File: src/rtl/xmem_pkg.sv
package xmem_pkg;
  localparam int STRETCH_W = 3;
  localparam int MAX_LEN   = 4 * ((1 << STRETCH_W) - 1);
  localparam int CNT_W     = $clog2(MAX_LEN + 1);

  typedef enum logic [2:0] {
    PH_IDLE,
    PH_SETUP,
    PH_STROBE,
    PH_POST,
    PH_DONE
  } phase_e;
endpackage

File: src/rtl/xmem_phase_len.sv
module xmem_phase_len
  import xmem_pkg::*;
(
  input  logic [STRETCH_W-1:0] stretch_i,
  output logic [CNT_W-1:0]     setup_len_o,
  output logic [CNT_W-1:0]     strobe_len_o,
  output logic [CNT_W-1:0]     post_len_o
);
  localparam int TIER_HI = 4;

  always_comb begin
    if (stretch_i == '0) begin
      setup_len_o  = CNT_W'(1);
      strobe_len_o = CNT_W'(2);
      post_len_o   = CNT_W'(1);
    end else if (int'(stretch_i) < TIER_HI) begin
      setup_len_o  = CNT_W'(2);
      strobe_len_o = CNT_W'(4 * int'(stretch_i));
      post_len_o   = CNT_W'(2);
    end else begin
      setup_len_o  = CNT_W'(10);
      strobe_len_o = CNT_W'(4 * int'(stretch_i));
      post_len_o   = CNT_W'(6);
    end
  end
endmodule

File: src/rtl/xmem_seq_ctrl.sv
module xmem_seq_ctrl
  import xmem_pkg::*;
(
  input  logic                 clk_i,
  input  logic                 rst_ni,
  input  logic                 req_i,
  input  logic                 we_i,
  input  logic [STRETCH_W-1:0] stretch_i,
  output logic                 accept_o,
  output logic                 capture_o,
  output logic                 done_o,
  output logic                 ce_no,
  output logic                 rd_no,
  output logic                 wr_no,
  output logic                 oe_o
);
  phase_e               phase_q, phase_d;
  logic [CNT_W-1:0]     cnt_q;
  logic [STRETCH_W-1:0] stretch_q;
  logic                 we_q;
  logic [CNT_W-1:0]     setup_len, strobe_len, post_len;
  logic                 last;

  xmem_phase_len u_len (
    .stretch_i   (stretch_q),
    .setup_len_o (setup_len),
    .strobe_len_o(strobe_len),
    .post_len_o  (post_len)
  );

  always_comb begin
    unique case (phase_q)
      PH_SETUP:  last = (cnt_q == setup_len - CNT_W'(1));
      PH_STROBE: last = (cnt_q == strobe_len - CNT_W'(1));
      PH_POST:   last = (cnt_q == post_len - CNT_W'(1));
      default:   last = 1'b1;
    endcase
  end

  assign accept_o = (phase_q == PH_IDLE) && req_i;

  always_comb begin
    phase_d = phase_q;
    unique case (phase_q)
      PH_IDLE:   if (req_i) phase_d = PH_SETUP;
      PH_SETUP:  if (last) phase_d = PH_STROBE;
      PH_STROBE: if (last) phase_d = PH_POST;
      PH_POST:   if (last) phase_d = PH_DONE;
      PH_DONE:   phase_d = PH_IDLE;
      default:   phase_d = PH_IDLE;
    endcase
  end

  always_ff @(posedge clk_i or negedge rst_ni) begin
    if (!rst_ni) begin
      phase_q   <= PH_IDLE;
      cnt_q     <= '0;
      stretch_q <= '0;
      we_q      <= 1'b0;
    end else begin
      phase_q <= phase_d;
      cnt_q   <= (phase_d != phase_q) ? '0 : cnt_q + CNT_W'(1);
      if (accept_o) begin
        stretch_q <= stretch_i;
        we_q      <= we_i;
      end
    end
  end

  logic active;
  assign active    = (phase_q == PH_SETUP) || (phase_q == PH_STROBE) || (phase_q == PH_POST);
  assign ce_no     = !active;
  assign rd_no     = !((phase_q == PH_STROBE) && !we_q);
  assign wr_no     = !((phase_q == PH_STROBE) && we_q);
  assign oe_o      = active && we_q;
  assign done_o    = (phase_q == PH_DONE);
  assign capture_o = (phase_q == PH_STROBE) && last && !we_q;


  one_strobe_chk: assert property (@(posedge clk_i) disable iff (!rst_ni)
    !(!rd_no && !wr_no));

  strobe_under_ce_chk: assert property (@(posedge clk_i) disable iff (!rst_ni)
    (!rd_no || !wr_no) |-> !ce_no);

  write_driven_chk: assert property (@(posedge clk_i) disable iff (!rst_ni)
    !wr_no |-> oe_o);

  read_float_chk: assert property (@(posedge clk_i) disable iff (!rst_ni)
    !rd_no |-> !oe_o);

  done_pulse_chk: assert property (@(posedge clk_i) disable iff (!rst_ni)
    done_o |=> (!done_o && ce_no));

  stretch_hold_chk: assert property (@(posedge clk_i) disable iff (!rst_ni)
    (!ce_no && !accept_o) |=> $stable(stretch_q));
endmodule

File: src/rtl/xmem_data_path.sv
module xmem_data_path #(
  parameter int ADDR_W = 16,
  parameter int DATA_W = 8
) (
  input  logic              clk_i,
  input  logic              rst_ni,
  input  logic              accept_i,
  input  logic              capture_i,
  input  logic [ADDR_W-1:0] addr_i,
  input  logic [DATA_W-1:0] wdata_i,
  input  logic [DATA_W-1:0] bus_din_i,
  output logic [ADDR_W-1:0] addr_o,
  output logic [DATA_W-1:0] wdata_o,
  output logic [DATA_W-1:0] rdata_o
);
  always_ff @(posedge clk_i or negedge rst_ni) begin
    if (!rst_ni) begin
      addr_o  <= '0;
      wdata_o <= '0;
      rdata_o <= '0;
    end else begin
      if (accept_i) begin
        addr_o  <= addr_i;
        wdata_o <= wdata_i;
      end
      if (capture_i) rdata_o <= bus_din_i;
    end
  end


  rdata_hold_chk: assert property (@(posedge clk_i) disable iff (!rst_ni)
    !capture_i |=> $stable(rdata_o));
endmodule

File: src/rtl/xmem_stretch_seq.sv
module xmem_stretch_seq
  import xmem_pkg::*;
#(
  parameter int ADDR_W = 16,
  parameter int DATA_W = 8
) (
  input  logic                 clk_i,
  input  logic                 rst_ni,
  input  logic                 req_i,
  input  logic                 we_i,
  input  logic [STRETCH_W-1:0] stretch_i,
  input  logic [ADDR_W-1:0]    addr_i,
  input  logic [DATA_W-1:0]    wdata_i,
  output logic                 done_o,
  output logic [DATA_W-1:0]    rdata_o,
  output logic [ADDR_W-1:0]    bus_addr_o,
  output logic                 bus_ce_no,
  output logic                 bus_rd_no,
  output logic                 bus_wr_no,
  output logic [DATA_W-1:0]    bus_dout_o,
  output logic                 bus_oe_o,
  input  logic [DATA_W-1:0]    bus_din_i
);
  logic accept, capture;

  xmem_seq_ctrl u_ctrl (
    .clk_i    (clk_i),
    .rst_ni   (rst_ni),
    .req_i    (req_i),
    .we_i     (we_i),
    .stretch_i(stretch_i),
    .accept_o (accept),
    .capture_o(capture),
    .done_o   (done_o),
    .ce_no    (bus_ce_no),
    .rd_no    (bus_rd_no),
    .wr_no    (bus_wr_no),
    .oe_o     (bus_oe_o)
  );

  xmem_data_path #(.ADDR_W(ADDR_W), .DATA_W(DATA_W)) u_data (
    .clk_i    (clk_i),
    .rst_ni   (rst_ni),
    .accept_i (accept),
    .capture_i(capture),
    .addr_i   (addr_i),
    .wdata_i  (wdata_i),
    .bus_din_i(bus_din_i),
    .addr_o   (bus_addr_o),
    .wdata_o  (bus_dout_o),
    .rdata_o  (rdata_o)
  );
endmodule

File: config.mk
export PLATFORM = sky130hd
export DESIGN_NAME = xmem_stretch_seq
export DESIGN_NICKNAME = d
export VERILOG_FILES = /design/src/rtl/xmem_pkg.sv /design/src/rtl/xmem_phase_len.sv /design/src/rtl/xmem_seq_ctrl.sv /design/src/rtl/xmem_data_path.sv /design/src/rtl/xmem_stretch_seq.sv
export SDC_FILE = /design/constraint.sdc
export NUM_CORES = 1
export LEC_CHECK = 0
export ABC_AREA = 1
export BUFFER_PORTS_ARGS = -buffer_cell sky130_fd_sc_hd__buf_2
export CORE_AREA = 5 5 76 78
export CTS_BUF_LIST = sky130_fd_sc_hd__clkbuf_8 sky130_fd_sc_hd__clkbuf_16
export DETAILED_ROUTE_END_ITERATION = 7
export DIE_AREA = 0 0 81 83
export PLACE_DENSITY_LB_ADDON = 0.15
export RECOVER_POWER = 50
export REMOVE_ABC_BUFFERS = 1
export SLEW_MARGIN = 15
export SYNTH_ARGS = -nofsm -noshare
export SYNTH_HDL_FRONTEND = slang
export SYNTH_SLANG_ARGS = --single-unit
File: constraint.sdc
create_clock -name clk_i -period 1.4 [get_ports clk_i]
set_input_delay 0.14 -clock clk_i [delete_from_list [all_inputs] [get_ports clk_i]]
set_output_delay 0.14 -clock clk_i [all_outputs]
set_load 0.01 [all_outputs]
; ---- Word level (Yosys, flattened, before mapping)
; Index checks and enable logic that the tools add are counted.
[word_totals]
register_bits = 44
out_inout_bits = 37
[classes]
n_reduce_logical = 14
mux = 12
add_sub_neg = 4
n_eq_ne = 8
magnitude_cmp = 1
[op_table]
columns = cell, count
row1 = $mux W3, 6
row2 = $eq A5 B5 Y1, 3
row3 = $pmux W3 S4, 1
row4 = $mux W5, 2
row5 = $mux W4, 2
row6 = $eq A3 B2 Y1 const B, 2
row7 = $logic_and A1 B1 Y1, 6
row8 = $logic_not A3 Y1, 2
row9 = $add A5 B1 Y5 const B, 1
row10 = $sub A4 B1 Y5 const B, 1
row11 = $sub A5 B1 Y5 const B, 1
row12 = $logic_not A1 Y1, 4
row13 = $sub A3 B1 Y4 const B, 1
row14 = $eq A3 B1 Y1 const B, 1
row15 = $eq A3 B3 Y1 const B, 1
row16 = $lt A3 B3 Y1 const B, 1
row17 = $ne A3 B3 Y1, 1
row18 = $pmux W1 S3, 1
row19 = $logic_or A1 B1 Y1, 2

; ---- Longest topological paths before layout
; Gate-level depths: netlist of the first run.
[logic_depth]
word_depth = 10
depth_mapped = 13

; ---- Modules after synthesis
; From an unflattened synthesis of the first run, not the netlist that was laid out.
[unflattened]
hier_cells = 285
hier_area_um2 = 2398.6
[modules_own_cells]
columns = mod, area_per_inst_um2, seq_area_each_um2, cells_each, instances
row1 = xmem_data_path, 1280.0, 800.8, 136, 1
row2 = xmem_seq_ctrl, 1001.0, 300.3, 129, 1
row3 = xmem_phase_len, 117.6, 0.0, 20, 1

; ---- Worst setup path before layout of the first run
; No wires, ideal clock.
[synth_timing]
path_type = flip-flop to flip-flop
start = register u_ctrl.phase_q[2]
end = register u_data.rdata_o[0]
t_required_ns = 1.283
n_path_buf = 0
stages_incl_launch_ff = 13
setup_slack_ns = -0.144
setup_ns = 0.117
arrival_ns = 1.428
path_cell_list = dfrtp_1 > inv_2 > nand2_2 > nor2_4 > nand3_1 > nand2_1 > nand2_1 > nand2_1 > nand3_4 > nor2_8 > inv_2 > nand2_1 > nand2_1
[synth_between]
elab_chain_len = 4
[synth_lines]
columns = element, line
row1 = "start, declared", xmem_seq_ctrl.sv:17  ; phase_e phase_q, phase_d;
row2 = "start signal, assigned", xmem_seq_ctrl.sv:61  ; phase_q <= phase_d;
row3 = $eq A3 B2 Y1 (tied with other cells), xmem_seq_ctrl.sv:32  ; unique case (phase_q)
row4 = $pmux W1 S3, xmem_seq_ctrl.sv:32
row5 = $logic_and A1 B1 Y1 * (2 in series), xmem_seq_ctrl.sv:77  ; assign capture_o = (phase_q == PH_STROBE) && last && !we_q;
row6 = "end signal, assigned", xmem_data_path.sv:26  ; if (capture_i) rdata_o <= bus_din_i;
row7 = "end, declared", xmem_data_path.sv:14  ; output logic [DATA_W-1:0] rdata_o
; Mark *: on every way between the ends. The rest lies on a longest branch, timed or not.
; A chain may end at the register's enable or synchronous reset.

; ---- Final worst setup path of the first run
[layout_timing]
start = register u_ctrl.phase_q[0]
end = register u_ctrl.phase_q[2]
[layout_between]
elab_chain_len = 4
[layout_lines]
columns = element, line
row1 = $eq A3 B2 Y1 or $eq A3 B1 Y1 (tied branches), "xmem_seq_ctrl.sv:32, xmem_seq_ctrl.sv:44"
row2 = $pmux W1 S3, xmem_seq_ctrl.sv:32
row3 = "$mux W3, on equally long branches", "xmem_seq_ctrl.sv:48, xmem_seq_ctrl.sv:46, xmem_seq_ctrl.sv:47"
row4 = $pmux W3 S4 *, xmem_seq_ctrl.sv:44  ; unique case (phase_q)
row5 = net u_ctrl.phase_d[2], xmem_seq_ctrl.sv:17
; The timed path passes the listed nets; every way through them passes the cells marked *.

==> results of run 1 <==
==> cell families after synthesis <==
group / count (synthesis) / synth area share
and+or+nand+nor: 91 / 0.2171
DFF: 44 / 0.5703
muxes: 25 / 0.1458
buffers and inverters: 19 / 0.03888
AOI/OAI and AO/OA: 3 / 0.007775
xor gates and xnor gates: 3 / 0.01361
adders and majority gates: 1 / 0.006480
==> routing by layer <==
metal  vias to the layer above  global-route usage  part of all wire
li1                        814                   -                 -
met1                       772              0.1958              0.44
met2                        42              0.2360              0.49
met3                         8             0.04762             0.054
met4                         0             0.04147             0.017
met5                         -                   0                 0
==> stage by stage <==
stage          total power, W  instances  TNS [ns]
4_1_cts              0.006037        360    -5.735
3_5_place_dp         0.004929        348    -3.451
2_1_floorplan        0.003747        183    -19.19
3_3_place_gp         0.004884        348    -2.884
5_1_grt              0.006840        367    -12.19
6_report             0.006322        367    -7.948
==> layout make-up <==
type	instances	area (um2)	area share
clock buffer	5	68.82	0.02393
clock inverter	3	42.54	0.01480
inverter	16	62.56	0.02176
multi-input combinational	123	847.1	0.2946
sequential	44	1101	0.3829
tap	70	87.58	0.03046
timing repair buffer	106	665.6	0.2315
==> worst max-delay path, stage by stage, from the launching register on <==
cell     delay [ns]
dfrtp_1        0.39
buf_4          0.16
nor2_4         0.20
nand3_2        0.10
nand2_2        0.09
nand2_2        0.06
nor2_4         0.12
nand4_1        0.14
buf_4          0.18
buf_4          0.12
nor2_1         0.07
==> worst paths after layout <==
kind	start	to	cells after the start	slack, ns
worst min register to register	u_data.rdata_o[4]	u_data.rdata_o[4]	2	0.47
worst min-delay path	bus_din_i[3]	u_data.rdata_o[3]	3	0.05
min in group asynchronous	rst_ni	u_ctrl.phase_q[2]	3	0.51
worst max-delay path	u_ctrl.phase_q[0]	u_ctrl.phase_q[2]	10	-0.29
max in group asynchronous	rst_ni	u_data.addr_o[3]	3	0.48
worst max register to register	u_ctrl.phase_q[0]	u_ctrl.phase_q[2]	10	-0.29
==> synthesized netlist by cell type (all sizes together) <==
cell,count
nand3b,2
xor2,2
nand4,2
buf,3
nand3,10
xnor2,1
nor3,5
nor2,16
ha,1
inv,15
clkinv,1
dfrtp,44
nand2,56
a21oi,3
mux2,25
==> registers in the layout, indices dropped and copies added (netlist names) <==
signal            flops
u_ctrl.cnt_q          5
u_ctrl.phase_q        3
u_ctrl.stretch_q      3
u_ctrl.we_q           1
u_data.addr_o        16
u_data.rdata_o        8
u_data.wdata_o        8
==> power groups by stage <==
stage | Sequential, W | Combinational (W) | Clock, W
floorplan | 0.00239 | 0.00136 | 0
global placement | 0.00218 | 0.00271 | 0
detailed placement | 0.00219 | 0.00274 | 0
CTS | 0.00216 | 0.00287 | 0.00101
global route | 0.00226 | 0.00352 | 0.00107
finish | 0.00217 | 0.00319 | 0.000966
==> timing repair <==
| item | 4_1_cts | 5_1_grt |
|---|---|---|
| endpoints found under the hold margin | 44 | 0 |
| pin swaps | 1 | 3 |
| gates resized for setup | 9 | 25 |
| buffers inserted | 3 | 5 |
| hold buffers | 1 | 0 |
| endpoints found under the setup margin | 36 | 49 |
| gates cloned | 0 | 2 |
==> placed cells by master (no fill, tap or decap), types with 2 or more instances in the layout <==
cell / count
nand4_1: 2
buf_2: 74
clkbuf_8: 5
nand3b_1: 2
nor3_1: 3
inv_2: 6
nor2_1: 6
nand2_2: 8
dfrtp_1: 44
nand3_1: 5
nand2_1: 46
nor3_2: 2
a21oi_1: 3
nand2_4: 2
nor2_2: 6
nand3_4: 2
buf_4: 22
buf_6: 6
xor2_1: 2
nor2_4: 3
inv_1: 8
mux2_2: 25
nand3_2: 3
==> run metrics, run 1 <==
Final setup violation count 46; crit path kind reg2reg; Area contributors post-synth dfrtp_1 (57%), mux2_2 (15%), nand2_1 (11%); clock latency on the worst-skew pair 0.29 ns; Die Span X 81 um; hold slack 0.04775 ns; DP HPWL 3.345 mm; initial core utilization 0.3854; total gr overflow 0; Worst Path Required 1.63 ns; fin area 0.002875 mm2; Peak Freq 0.5900 GHz; Seq/Total Area, Yosys 0.5703; min cycle time layout 1.695 ns; Power Density 2199 mW/mm2; Max VDD drop 0.8569 mV; count of input and output buffers 75; die area 0.006723 mm2; GRT Total Usage 0.1496; chip height 83 um; cell row count 26; Clock Power Share 0.153; Layout Skew 0.006905 ns; share of cells above drive strength 1 0.5791; Comb pwr share 0.504; mean routed wirelength per cell 13.16 um; largest net degree at the start of global routing 45; CTS H-tree lvls 2; antenna cells 0; Worst Path Arrival 1.92 ns; clock slew at reported path FFs 0.08 ns; #FFs+latches synth 44; syn avg cell area 10.38 um2; DR vias/cell 4.458; first-pass GRT wire length 8.031 mm; Final Net Count 336; vias 1636; DRC viols 0; relative slew slack 0.5928; Layout area overhead 48.93%; TritonCTS clock tree built; failing checks setup timing; filler instances 481; Leak 1.463 nW; Synth cell types 20; crit path launch type flop; DRT antenna net count 0; initial antenna violation count 0; RSZ-0062 raised after global routing yes; clk sinks 44; period utilization 1.211; Synth top area share 0.5703; IO Pins 76; Final Hold Fails 0; Mapped Cells 186; crit end category flop; Critical Path Fanout Max 7; Worst Hold Class in2reg; slew at the pin closest to its max-slew limit 0.6108 ns; clk buf depth 2; Final WS setup -0.2950 ns; status finished with violations; Max Cap Viol 0; cts bufs inserted 5; Max Slew Vio Count 0; switching power 0.002347 W; GPL Wtd Cong 0.8108; Synth warnings 0; placed cell areas 0.002554 mm2; Mapped Area 0.001931 mm2; clk root buf clkbuf_8; dominant cell type by area after synthesis dfrtp_1; DRT iter0 DRCs 63; total wire length 4.831 mm; sequential power share 0.343; First-pass DRT Iterations 4; pre-CTS setup slack -0.2512 ns; switching share of power 0.3712; final core utilization 0.5739; vias in the first global route 1743; CORE AREA 0.005010 mm2; internal cell power 0.003975 W
No activity file was read; power rests on OpenSTA's default activity.
==> run 2: changes to the inputs <==
Settings changed: CORE_AREA 5 5 76 78 to 5 5 74 76, DIE_AREA 0 0 81 83 to 0 0 79 81.
==> run 2 against run 1 <==
Compared with the run above:
- the run still ends with setup timing left
- first-iteration DRC count shrank 63%
- register-to-register slack about the same
- worst setup slack worse by 0.014 ns
- maximum frequency is 0.84% lower
- final cell count is 7.1% lower
==> run metrics, run 2 (synthesis gave the netlist of run 1 again) <==
status finished with violations (unchanged); failing checks setup timing (unchanged); slowest stage delay, CP 0.42 ns (was 0.39 ns); GPL Wtd Cong 0.7790 (was 0.8108); total power 0.005916 W (was 0.006322 W); crit path kind reg2reg (unchanged); antenna cells 0 (unchanged); sequential power share 0.370 (was 0.343); clk root buf clkbuf_8 (unchanged); Max VDD drop 1.119 mV (was 0.8569 mV); First-pass DRT Iterations 4 (unchanged); TritonCTS clock tree built (unchanged); Max Cap Viol 0 (unchanged); Critical Path Fanout Max 7 (unchanged); Final Net Count 326 (was 336); DRT antenna net count 0 (unchanged); Register Area 0.001101 mm2 (unchanged); Final Hold Fails 0 (unchanged); CORE AREA 0.004661 mm2 (was 0.005010 mm2); clock slew at reported path FFs 0.09 ns (was 0.08 ns); slew at the pin closest to its max-slew limit 0.4720 ns (was 0.6108 ns); min cycle time layout 1.709 ns (was 1.695 ns); switching power 0.002225 W (was 0.002347 W); internal cell power 0.003691 W (was 0.003975 W); relative slew slack 0.6853 (was 0.5928); M1 GR Usage 0.1754 (was 0.1958); area of the multi-input gates 842.1 um2 (was 847.1 um2); mean routed wirelength per cell 12.86 um (was 13.16 um); Final setup violation count 31 (was 46); switching share of power 0.3761 (was 0.3712); Power Density 2145 mW/mm2 (was 2199 mW/mm2); Leak 1.436 nW (was 1.463 nW); die area 0.006399 mm2 (was 0.006723 mm2); vias in the first global route 1664 (was 1743); Worst Hold Class in2reg (unchanged); clock latency on the worst-skew pair 0.29 ns (about the same); Die Span X 79 um (was 81 um); Max Slew Vio Count 0 (unchanged); Regs by FF count u_data.addr_o: 16 flops, u_data.rdata_o: 8 flops, u_data.wdata_o: 8 flops (unchanged); placed cell areas 0.002524 mm2 (was 0.002554 mm2); crit path launch type flop (unchanged); Worst Path Arrival 1.95 ns (was 1.92 ns); fin area 0.002758 mm2 (was 0.002875 mm2); DRC viols 0 (unchanged); DRT iter0 DRCs 23 (was 63); vias 1597 (was 1636); largest net degree at the start of global routing 28 (was 45); Worst Path Buf+Inv 2 (was 3); chip height 81 um (was 83 um); Final WS setup -0.3094 ns (was -0.2950 ns); commonest non-fill, non-tap cell in the layout buf_2 (unchanged); grt met3 use 0.05100 (was 0.04762); filler instances 409 (was 481); DR vias/cell 4.683 (was 4.458); share of cells above drive strength 1 0.5679 (was 0.5791); commonest cells after routing, fill and taps aside buf_2 (74), dfrtp_1 (44), nand2_1 (40) (was buf_2 (74), nand2_1 (46), dfrtp_1 (44)); RSZ-0062 raised after global routing yes (unchanged); clk sinks 44 (unchanged); Peak Freq 0.5850 GHz (was 0.5900 GHz); cell row count 25 (was 26); critical-path cell list inv_2, nand2_4, nor2_4, nand3_2, nand2_2, nand2_2, nor2_4, nand3_4, nor2_8, buf_12, nand2_1, nand2_1 (was buf_4, nor2_4, nand3_2, nand2_2, nand2_2, nor2_4, nand4_1, buf_4, buf_4, nor2_1); CTS H-tree lvls 2 (unchanged); initial antenna violation count 0 (unchanged); Layout area overhead 42.84% (was 48.93%); hold slack 0.04187 ns (was 0.04775 ns); Worst Path Required 1.64 ns (was 1.63 ns); met2 usage 0.2584 (was 0.2360); initial core utilization 0.4142 (was 0.3854); DP HPWL 3.245 mm (was 3.345 mm); cts bufs inserted 5 (unchanged); Largest Register u_data.addr_o (unchanged); CP top delay family simple AND/OR/NAND/NOR gates (unchanged); period utilization 1.221 (was 1.211); total wire length 4.385 mm (was 4.831 mm); clk buf depth 2 (unchanged); GRT Total Usage 0.1486 (was 0.1496); IO Pins 76 (unchanged); first-pass GRT wire length 7.493 mm (was 8.031 mm); CP max stage cell dfrtp_1 (unchanged); crit end category flop (unchanged); Comb pwr share 0.488 (was 0.504); max reg flops 16 (unchanged); total gr overflow 0 (unchanged); Layout Skew 0.006226 ns (was 0.006905 ns); count of input and output buffers 75 (unchanged); busiest grt layer met2 (unchanged); pre-CTS setup slack -0.2291 ns (was -0.2512 ns); Clock Power Share 0.142 (was 0.153)
==> run 2: cell count changes in the layout (fill, tap and decap cells not counted), sizes merged <==
cell	previous run	this run
clkinvlp	1	0
buf	103	92
bufinv	1	0
inv	15	16
clkbuf	7	8
bufbuf	0	1
==> run 2: layout make-up <==
type / count / share of cell area
well taps: 54 / 0.02450
multi-input cells: 123 / 0.3054
flip-flops and latches: 44 / 0.3993
clock buffers: 6 / 0.02995
clock inverters: 2 / 0.004991
repair buffers: 96 / 0.2123
inverters: 16 / 0.02359
==> run 2: per-layer routing <==
layer  up-vias  part of all wire
met3         5             0.081
li1        798                 -
met5         -                 0
met4         0             0.011
met1       744              0.41
met2        50              0.50
==> run 2: worst paths after layout <==
kind	to	slack [ns]	start	cells after the start
max	u_data.rdata_o[5]	-0.31	u_ctrl.phase_q[2]	12
min	u_data.rdata_o[3]	0.04	bus_din_i[3]	3
max reg2reg	u_data.rdata_o[5]	-0.31	u_ctrl.phase_q[2]	12
min reg2reg	u_data.rdata_o[7]	0.48	u_data.rdata_o[7]	2
max in group asynchronous	u_ctrl.cnt_q[1]	0.28	rst_ni	3
min in group asynchronous	u_ctrl.phase_q[1]	0.32	rst_ni	2
==> run 2: metrics by stage <==
step                      std cells  setup TNS (ns)    util
after detailed placement        329          -3.290  0.5415
final                           341          -5.609  0.5917
after CTS                       340          -4.536  0.5783
after floorplan                 183          -19.19       -
after global placement          329          -2.838  0.5415
after global routing            341          -10.72  0.5917
==> run 2: power groups by stage <==
stage | sequential [W] | clock (W) | combinational [W]
2_1_floorplan | 0.00239 | 0 | 0.00136
3_3_place_gp | 0.00217 | 0 | 0.00262
3_5_place_dp | 0.00219 | 0 | 0.00266
4_1_cts | 0.00218 | 0.000885 | 0.00280
5_1_grt | 0.00228 | 0.000939 | 0.00321
6_report | 0.00219 | 0.000841 | 0.00289
==> run 2: timing repair <==
action / CTS / global route
buffers inserted: 1 / 1
gates resized for setup: 8 / 22
pin swaps: 2 / 17
hold buffers: 1 / 0
endpoints found under the setup margin: 19 / 48
cloned: 1 / 0
endpoints found under the hold margin: 17 / 0
==> run 2: worst register-to-register path, cell delays in order, from the launching register on <==
cell     delay (ns)
dfrtp_1        0.42
inv_2          0.09
nand2_4        0.05
nor2_4         0.18
nand3_2        0.09
nand2_2        0.07
nand2_2        0.06
nor2_4         0.14
nand3_4        0.12
nor2_8         0.18
buf_12         0.14
nand2_1        0.05
nand2_1        0.06
==> run 3: changes to the inputs <==
Settings changed: CORE_AREA 5 5 74 76 to 5 5 87 89, DIE_AREA 0 0 79 81 to 0 0 92 94.
==> run 3 against run 2 <==
Compared with the run above:
- the flow still finishes with violations (setup timing)
- clock power is 18% higher
- wire length is 4.5% higher
- die area is 35% higher
- final cell count is 10% higher
- worst hold slack worse by 0.010 ns
- via count is 0.69% lower
- maximum frequency is 4.0% higher
- largest cell class unchanged
- utilization is 17 points lower
- critical endpoint is now bus_wr_no
- clock skew is 0.00097 ns lower
- first-iteration DRC count is 96% higher
- critical path type is now reg2out
==> run metrics, run 3 (synthesis gave the netlist of run 1 again) <==
commonest cells after routing, fill and taps aside buf_2 (74), nand2_1 (45), dfrtp_1 (43) (was buf_2 (74), dfrtp_1 (44), nand2_1 (40)); slowest stage delay, CP 0.41 ns (was 0.42 ns); initial antenna violation count 0 (unchanged); DRT antenna net count 0 (unchanged); Critical Path Fanout Max 7 (unchanged); clk sinks 44 (unchanged); Worst Path Buf+Inv 5 (was 2); total wire length 4.584 mm (was 4.385 mm); total power 0.006140 W (was 0.005916 W); Final WS setup -0.2433 ns (was -0.3094 ns); GRT Total Usage 0.1135 (was 0.1486); Worst Hold Class in2reg (unchanged); DRT iter0 DRCs 45 (was 23); Peak Freq 0.6085 GHz (was 0.5850 GHz); period utilization 1.174 (was 1.221); clock slew at reported path FFs 0.08 ns (was 0.09 ns); DRC viols 0 (unchanged); CORE AREA 0.006681 mm2 (was 0.004661 mm2); Die Span X 92 um (was 79 um); flop-to-flop setup slack -0.24 ns (was -0.31 ns); critical-path cell list inv_2, nand2_4, nor2_4, buf_4, buf_4, buf_6, nand2_1, buf_2 (was inv_2, nand2_4, nor2_4, nand3_2, nand2_2, nand2_2, nor2_4, nand3_4, nor2_8, buf_12, nand2_1, nand2_1); relative slew slack 0.3512 (was 0.6853); max reg flops 16 (unchanged); cell repeated most along the worst path buf_4; Power Density 2189 mW/mm2 (was 2145 mW/mm2); cell row count 30 (was 25); DP HPWL 3.432 mm (was 3.245 mm); filler instances 684 (was 409); IO Pins 76 (unchanged); failing checks setup timing (unchanged); hold slack 0.03189 ns (was 0.04187 ns); clock latency on the worst-skew pair 0.30 ns (was 0.29 ns); mean routed wirelength per cell 12.22 um (was 12.86 um); CP top delay family buffers and inverters (was simple AND/OR/NAND/NOR gates); crit end category primary output (was flop); pre-CTS setup slack -0.2754 ns (was -0.2291 ns); final core utilization 0.4199 (was 0.5917); die area 0.008648 mm2 (was 0.006399 mm2); CTS H-tree lvls 2 (unchanged); Final Net Count 334 (was 326); CP max stage cell dfrtp_1 (unchanged); TritonCTS clock tree built (unchanged); status finished with violations (unchanged); initial core utilization 0.2890 (was 0.4142); Leak 1.447 nW (was 1.436 nW); DR vias/cell 4.229 (was 4.683); chip height 94 um (was 81 um); clk buf depth 2 (unchanged); total gr overflow 0 (unchanged); slew at the pin closest to its max-slew limit 0.9732 ns (was 0.4720 ns); Max VDD drop 0.9316 mV (was 1.119 mV); first-pass GRT wire length 7.803 mm (was 7.493 mm); count of input and output buffers 75 (unchanged); Final Hold Fails 0 (unchanged); Worst Path Arrival 1.50 ns (was 1.95 ns); Sum Neg Setup Slack -5.966 ns (was -5.609 ns); crit path launch type flop (unchanged); commonest non-fill, non-tap cell in the layout buf_2 (unchanged); Worst Path Required 1.26 ns (was 1.64 ns); Layout Skew 0.005257 ns (was 0.006226 ns); antenna cells 0 (unchanged); Layout area overhead 45.30% (was 42.84%); RSZ-0062 raised after global routing yes (unchanged); GPL Wtd Cong 0.7739 (was 0.7790); Max Cap Viol 0 (unchanged); vias 1586 (was 1597); Regs by FF count u_data.addr_o: 16 flops, u_data.rdata_o: 8 flops, u_data.wdata_o: 8 flops (unchanged); vias in the first global route 1767 (was 1664); share of cells above drive strength 1 0.5424 (was 0.5679); crit path kind reg2out (was reg2reg); min cycle time layout 1.643 ns (was 1.709 ns); clk root buf clkbuf_8 (unchanged); largest net degree at the start of global routing 30 (was 28); First-pass DRT Iterations 4 (unchanged); Largest Register u_data.addr_o (unchanged); cts bufs inserted 5 (unchanged); Final setup violation count 46 (was 31); Max Slew Vio Count 0 (unchanged)
==> run 3: cell count changes in the layout (fill, tap and decap cells not counted), sizes merged <==
cell / delta
clkinvlp: +1
bufbuf: -1
bufinv: +1
clkbuf: -2
clkinv: -1
buf: +10
==> run 3: timing repair <==
action | in CTS | in global routing
endpoints found under the hold margin | 15 | 0
hold buffers | 1 | 0
gates resized for setup | 9 | 11
setup buffers | 2 | 1
pin swaps | 1 | 3
endpoints found under the setup margin | 46 | 49
==> run 3: worst register-to-register path, cell delays in order (launching register included) <==
cell	delay, ns
dfrtp_1	0.41
inv_2	0.09
nand2_4	0.06
nor2_4	0.16
nand3_1	0.09
nand2_1	0.10
nand2_2	0.07
nor2_4	0.12
nand4_1	0.14
buf_4	0.17
nand2_1	0.05
nand2_1	0.04
nor2_1	0.08
==> run 3: final timing paths <==
check	startpoint	endpoint	cells past startpoint
min in group asynchronous	rst_ni	u_data.wdata_o[5]	2
setup reg to reg	u_ctrl.phase_q[2]	u_ctrl.phase_q[1]	12
hold reg to reg	u_data.rdata_o[3]	u_data.rdata_o[3]	2
hold / removal	bus_din_i[7]	u_data.rdata_o[7]	3
setup / recovery	u_ctrl.phase_q[2]	bus_wr_no	8
max in group asynchronous	rst_ni	u_ctrl.phase_q[0]	3
==> run 3: area by class of cell <==
class / count / area (um2) / share of cell area
sequential: 44 / 1102 / 0.3930
multi-input combinational: 123 / 794.5 / 0.2832
timing repair buffer: 104 / 630.6 / 0.2248
tap: 80 / 100.1 / 0.03568
clock buffer: 5 / 68.82 / 0.02453
inverter: 16 / 62.56 / 0.02230
clock inverter: 3 / 46.29 / 0.01650
==> run 3: metal layers <==
layer  global-route usage  routed length [um]  part of all wire
met5                    0                   0                 0
met3              0.04728                 365             0.080
met4              0.04579                  61             0.013
met2               0.1849                2235              0.49
met1               0.1323                1922              0.42
==> run 3: where the power goes <==
part	internal (W)	switching, W
clock	0.000538	0.000457
sequential	0.00184	0.000323
combinational	0.00151	0.00147
total	0.00389	0.00225
==> run 3: metrics by stage <==
step,std cells,cell area [um2]
2_1_floorplan,183,1916
3_3_place_gp,364,2611
3_5_place_dp,364,2611
4_1_cts,374,2766
5_1_grt,375,2805
6_report,375,2805
